**config.mk**
```make
export PLATFORM = sky130hd
export DESIGN_NAME = cfg_byte_port
export DESIGN_NICKNAME = d
export VERILOG_FILES = /design/src/rtl/cfgp_pkg.sv /design/src/rtl/cfgp_fifo.sv /design/src/rtl/cfgp_drain_timer.sv /design/src/rtl/cfgp_store.sv /design/src/rtl/cfg_byte_port.sv
export SDC_FILE = /design/constraint.sdc
export NUM_CORES = 1
export LEC_CHECK = 0
export BUFFER_PORTS_ARGS = -buffer_cell sky130_fd_sc_hd__buf_2
export CORE_UTILIZATION = 55
export DETAILED_ROUTE_END_ITERATION = 10
export HOLD_SLACK_MARGIN = 0.12
export PLACE_DENSITY = 0.84
export SLEW_MARGIN = 0
export SYNTH_ARGS = -nofsm -noshare
export SYNTH_HDL_FRONTEND = slang
export SYNTH_SLANG_ARGS = --single-unit
```
**constraint.sdc**
```tcl
create_clock -name clk -period 3.7 [get_ports clk]
set_input_delay 0.74 -clock clk [delete_from_list [all_inputs] [get_ports clk]]
set_output_delay 0.74 -clock clk [all_outputs]
set_load 0.01 [all_outputs]
```
**src/rtl/cfgp_pkg.sv**
```systemverilog
package cfgp_pkg;
   localparam int BYTE_W = 8;
   typedef logic [BYTE_W-1:0] cfg_byte_t;
endpackage

```
**src/rtl/cfgp_fifo.sv**
```systemverilog
module cfgp_fifo
   import cfgp_pkg::*;
#(
   parameter int DEPTH = 4
) (
   input  logic                       clk,
   input  logic                       rst_n,
   input  logic                       push,
   input  cfg_byte_t                  wdata,
   input  logic                       pop,
   output cfg_byte_t                  rdata,
   output logic [$clog2(DEPTH+1)-1:0] level,
   output logic                       full,
   output logic                       empty
);
   localparam int AW = $clog2(DEPTH);
   localparam int LW = $clog2(DEPTH+1);
   localparam logic [AW-1:0] LAST = AW'(DEPTH-1);

   cfg_byte_t     slots [DEPTH];
   logic [AW-1:0] wp, rp;

   assign full  = (level == LW'(DEPTH));
   assign empty = (level == '0);
   assign rdata = slots[rp];

   always_ff @(posedge clk or negedge rst_n) begin
      if (!rst_n) begin
         wp    <= '0;
         rp    <= '0;
         level <= '0;
      end else begin
         if (push) begin
            slots[wp] <= wdata;
            wp        <= (wp == LAST) ? '0 : wp + 1'b1;
         end
         if (pop)
            rp <= (rp == LAST) ? '0 : rp + 1'b1;
         case ({push, pop})
            2'b10:   level <= level + 1'b1;
            2'b01:   level <= level - 1'b1;
            default: level <= level;
         endcase
      end
   end
endmodule

```
**src/rtl/cfgp_drain_timer.sv**
```systemverilog
module cfgp_drain_timer #(
   parameter int DRAIN_DIV = 3
) (
   input  logic clk,
   input  logic rst_n,
   output logic tick
);
   generate
      if (DRAIN_DIV == 1) begin : g_every
         assign tick = 1'b1;
      end else begin : g_count
         localparam int CW = $clog2(DRAIN_DIV);
         localparam logic [CW-1:0] TOP = CW'(DRAIN_DIV-1);
         logic [CW-1:0] cnt;
         assign tick = (cnt == TOP);
         always_ff @(posedge clk or negedge rst_n) begin
            if (!rst_n) cnt <= '0;
            else        cnt <= tick ? '0 : cnt + 1'b1;
         end
      end
   endgenerate
endmodule

```
**src/rtl/cfgp_store.sv**
```systemverilog
module cfgp_store
   import cfgp_pkg::*;
#(
   parameter int CFG_BYTES = 16
) (
   input  logic      clk,
   input  logic      rst_n,
   input  logic      wr_en,
   input  cfg_byte_t wr_data,
   input  logic      rd_en,
   output cfg_byte_t rd_data,
   output logic      rd_valid,
   output logic      filled
);
   localparam int AW = $clog2(CFG_BYTES);
   localparam int CW = $clog2(CFG_BYTES+1);
   localparam logic [AW-1:0] LAST = AW'(CFG_BYTES-1);

   cfg_byte_t     mem [CFG_BYTES];
   logic [CW-1:0] wr_cnt;
   logic [AW-1:0] rd_ptr;

   assign filled = (wr_cnt == CW'(CFG_BYTES));

   always_ff @(posedge clk or negedge rst_n) begin
      if (!rst_n) begin
         for (int i = 0; i < CFG_BYTES; i++) mem[i] <= '0;
         wr_cnt <= '0;
      end else if (wr_en && !filled) begin
         mem[AW'(wr_cnt)] <= wr_data;
         wr_cnt           <= wr_cnt + 1'b1;
      end
   end

   always_ff @(posedge clk or negedge rst_n) begin
      if (!rst_n) begin
         rd_ptr   <= '0;
         rd_data  <= '0;
         rd_valid <= 1'b0;
      end else if (rd_en) begin
         rd_data  <= mem[rd_ptr];
         rd_valid <= 1'b1;
         rd_ptr   <= (rd_ptr == LAST) ? '0 : rd_ptr + 1'b1;
      end else begin
         rd_data  <= '0;
         rd_valid <= 1'b0;
      end
   end
endmodule

```
**src/rtl/cfg_byte_port.sv**
```systemverilog
module cfg_byte_port
   import cfgp_pkg::*;
#(
   parameter int CFG_BYTES = 16,
   parameter int DEPTH     = 4,
   parameter int DRAIN_DIV = 3
) (
   input  logic       clk,
   input  logic       rst_n,
   input  logic       cs_n,
   input  logic       rd_sel,
   input  logic       persist,
   input  logic [7:0] din,
   output logic       busy,
   output logic [7:0] dout,
   output logic       dout_oe,
   output logic       done
);
   localparam int LW = $clog2(DEPTH+1);
   localparam int CW = $clog2(CFG_BYTES+1);

   generate
      if (DEPTH < 2) begin : g_bad_depth
         $error("cfg_byte_port: DEPTH must be at least 2");
      end
      if (CFG_BYTES < 2) begin : g_bad_bytes
         $error("cfg_byte_port: CFG_BYTES must be at least 2");
      end
      if (DRAIN_DIV < 1) begin : g_bad_div
         $error("cfg_byte_port: DRAIN_DIV must be at least 1");
      end
   endgenerate

   logic          active, sel, accept, drain_tick, fifo_pop;
   logic          fifo_full, fifo_empty;
   logic [LW-1:0] fifo_level;
   cfg_byte_t     fifo_out;
   logic [CW-1:0] taken;

   assign active   = !done || persist;
   assign sel      = active && !cs_n;
   assign busy     = fifo_full;
   assign accept   = sel && !rd_sel && !busy && (taken != CW'(CFG_BYTES));
   assign fifo_pop = drain_tick && !fifo_empty;

   always_ff @(posedge clk or negedge rst_n) begin
      if (!rst_n)      taken <= '0;
      else if (accept) taken <= taken + 1'b1;
   end

   cfgp_drain_timer #(.DRAIN_DIV(DRAIN_DIV)) u_timer (
      .clk(clk), .rst_n(rst_n), .tick(drain_tick)
   );

   cfgp_fifo #(.DEPTH(DEPTH)) u_fifo (
      .clk(clk), .rst_n(rst_n), .push(accept), .wdata(din),
      .pop(fifo_pop), .rdata(fifo_out), .level(fifo_level),
      .full(fifo_full), .empty(fifo_empty)
   );

   cfgp_store #(.CFG_BYTES(CFG_BYTES)) u_store (
      .clk(clk), .rst_n(rst_n), .wr_en(fifo_pop), .wr_data(fifo_out),
      .rd_en(sel && rd_sel), .rd_data(dout), .rd_valid(dout_oe),
      .filled(done)
   );
endmodule

```
==> flow_summary.ini <==
[critical_path]
slowest_delay_ns = 0.46
cp_num_buf_inv = 3
required_ns = 4.04
crit_arrival_ns = 3.31
r2r_slack_ns = 0.74
cp_top_family = compound AO/OA/AOI/OAI gates
reg2reg_to = u_fifo.level[1]$_DFFE_PN0P_
slowest_stage = a2111oi_4
crit_top_cell = inv_1
timing.critical_path.cells = inv_1, ha_1, nor4bb_4, a2111oi_4, o21a_1, inv_1, ha_1, inv_1, fa_1, o21ai_0
crit_fanout = 9
startpoint_type = flop
r2r_cells = 10
endpoint_kind = flop
r2r_start = u_store.wr_cnt[0]$_DFFE_PN0P_
crit_type = reg2reg

[finish]
nNetsFinal = 596
syn2layout_area_growth_pct = 10.2
stdcell_area_mm2 = 0.00951
diodes = 0
drive_above_1_share_pct = 45.4

[sta]
slew_viol_final = 0
worst_pin_slew_ns = 1.05
fin_setup_tns_ns = 0
fmax_ghz = 0.337
finalHoldViolations = 0
period_minus_slack_ns = 2.96
max_slew_margin_pct = 30.3
fin_worst_skew_ns = 0.0111
setup_viol = 0
rsz0062_at_grt = no
post-route-period-util_pct = 80.1
holdWs_ns = 0.207
fin_ws_ns = 0.735

[global_route]
grt_pass1_wl_mm = 27.2
grt_overflow = 0
grt_use_total_pct = 22.6
grt_max_degree = 47
grt_pass1_vias = 5049
antenna_found_initial = 0

[die]
num_rows = 45
die-area_mm2 = 0.0162
pin_count = 24
start_util_pct = 56.6
core_mm2 = 0.0153
die_h_um = 127
die_x_um = 127

[synthesis]
seq_area_frac_synth_pct = 57.5
yosys_warnings = 0
netlist_top_cells_area = dfrtp_1 46%, mux2_2 21%, edfxtp_1 11%
ys_dominant_reg_cell = dfrtp_1
synth.largest_area_cell = dfrtp_1
synth_cell_type_count = 49
synthCells = 552
avgSynthCellArea_um2 = 15.6
synth_top_area_share_pct = 46.4
synth_nets = 579
ys_ff_latch = 192
synth-async-reset-ratio_pct = 83.3
synth-edff-count = 32
syn-cell-area_mm2 = 0.00863

[routing]
viasPerCell = 5.89
postRouteAntennaNets = 0
first_pass_iters = 4
dr.first_iter.drc_count = 205
wl_per_cell_um = 20.8
wl_mm = 16.5
vias = 4667
drcViolationCount = 0

[clock_tree]
root_buffer = clkbuf_16
clk_pin_slew_ns = 0.07
holdBufCountCts = 0
cts_resized = 0
htreeDepth = 4
cts_sinks = 192
cts_buffer_depth = 2
postCtsSetupRepairBufs = 0
cts_tree = built
insertion_delay_ns = 0.43
cts_buffers = 17

[placement]
gp_congestion = 0.827
place_ws_ns = 0.758
placed_area_mm2 = 0.00891
port_buffers = 23
dp_hpwl_mm = 10.9

[pwr]
power_uw = 7690
ir_drop_mv = 0.447
p_leak_uw = 0.00417
p_per_area_mw_per_mm2 = 809

[job]
max_cap_violations = 0

[min_path]
holdCritPathClass = in2async

[run_status]
status = finished clean
area by class of cell:
cell class              instances  area (um^2)
multi-input cells             316         3460
flip-flops and latches        192         4960
repair buffers                 31          181
clock inverters                12          160
well taps                     211          264
fillers                      1105         5750
clock buffers                  20          437
inverters                      11         41.3
metrics by stage:
| step | cells | utilization [%] |
|---|---|---|
| detailed placement | 761 | 58.4 |
| global placement | 761 | 58.4 |
| finish | 793 | 62.3 |
| floorplan | 552 | - |
| CTS | 793 | 62.3 |
| global route | 793 | 62.3 |
flip-flops by register name (all words and copies together) (netlist names):
register             flops
u_store.rd_data          8
u_fifo.rp                2
taken                    5
u_store.mem            128
u_store.rd_valid         1
u_fifo.slots            32
u_store.rd_ptr           4
u_timer.g_count.cnt      2
u_fifo.level             3
u_fifo.wp                2
u_store.wr_cnt           5
power by group:
part | switching [uW] | internal (uW) | total [uW]
Sequential | 578 | 2870 | 3450
Clock | 781 | 1070 | 1850
Combinational | 1080 | 1310 | 2390
cells in the mapped netlist, types with 2 or more instances:
master    instances
dfrtp_1         160
mux4_2           24
nor2_1            5
buf_6             2
nor2b_1          10
mux2_2          162
buf_4             3
clkbuf_1         16
mux2_1            2
nand3_1           2
o21ai_0           2
nand3_2           3
edfxtp_1         32
o22ai_1          16
and4_1            5
nand4_1           2
xor2_1            4
buf_2            12
and3_1            4
mux2_4            3
a211oi_1          8
nand3b_1          3
nand2_2           4
inv_1            11
xnor2_1           7
nor4b_1           8
ha_1             13
nand2_1           8
cells in the final DEF, fill, tap and decap left out, drive strengths merged:
cell type  netlist  final
buf             17     31
bufinv           0      3
nor4bb           1      1
and2             1      1
xor2             4      4
and4             5      5
clkbuf          16     20
xnor2            7      7
o21bai           1      1
a31oi            1      1
and3             4      4
a32o             1      1
mux2           167    167
nor2b           10     10
nand2b           2      2
inv             11     14
dfrtp          160    160
nand4            2      2
o211ai           1      1
a211oi           8      8
ha              13     13
a21boi           1      1
o22ai           16     16
nor4b           10     10
nor3b            1      1
mux4            24     24
nand3            5      5
a21oi            1      1
nor2             6      6
edfxtp          32     32
nand2           12     12
a2111oi          1      1
o21a             1      1
fa               1      1
nor3             2      2
nand3b           3      3
clkinv           0      6
and4b            1      1
o21ai            2      2
or3b             1      1
worst max-delay path by stage:
stage,endpoint,from,cells after the start
finish,u_fifo.level[1]$_DFFE_PN0P_,u_store.wr_cnt[0]$_DFFE_PN0P_,10
global placement,u_fifo.level[2]$_DFFE_PN0P_,u_store.wr_cnt[0]$_DFFE_PN0P_,12
floorplan,u_fifo.level[2]$_DFFE_PN0P_,u_store.wr_cnt[0]$_DFFE_PN0P_,13
global route,u_fifo.level[2]$_DFFE_PN0P_,u_store.wr_cnt[0]$_DFFE_PN0P_,12
CTS,u_fifo.level[1]$_DFFE_PN0P_,u_store.wr_cnt[0]$_DFFE_PN0P_,10
detailed placement,u_fifo.level[1]$_DFFE_PN0P_,u_store.wr_cnt[0]$_DFFE_PN0P_,10
worst register-to-register path: stages, from the launching register on:
cell	delay [ns]
dfrtp_1	0.40
inv_1	0.10
ha_1	0.27
nor4bb_4	0.21
a2111oi_4	0.46
o21a_1	0.45
inv_1	0.09
ha_1	0.23
inv_1	0.08
fa_1	0.41
o21ai_0	0.17
layer usage:
| metal | track usage (%) | up-vias | routed length (um) |
|---|---|---|---|
| met3 | 3.73 | 24 | 515 |
| met4 | 9.31 | 0 | 325 |
| li1 | - | 2084 | - |
| met2 | 38.0 | 78 | 8600 |
| met1 | 29.5 | 2481 | 7080 |
| met5 | 0 | - | 0 |
cell families (layout without fill, tap and decap cells):
kind of cell | after synthesis | count (layout) | share of synthesized area (%)
flops | 192 | 192 | 57.5
fa+ha+maj | 14 | 14 | 2.12
compound gates | 34 | 34 | 2.89
xor+xnor | 11 | 11 | 1.12
mux | 191 | 191 | 28.2
simple gates | 66 | 66 | 5.78
buf+inv | 44 | 74 | 2.39
Power figures use the tool's default switching activity.
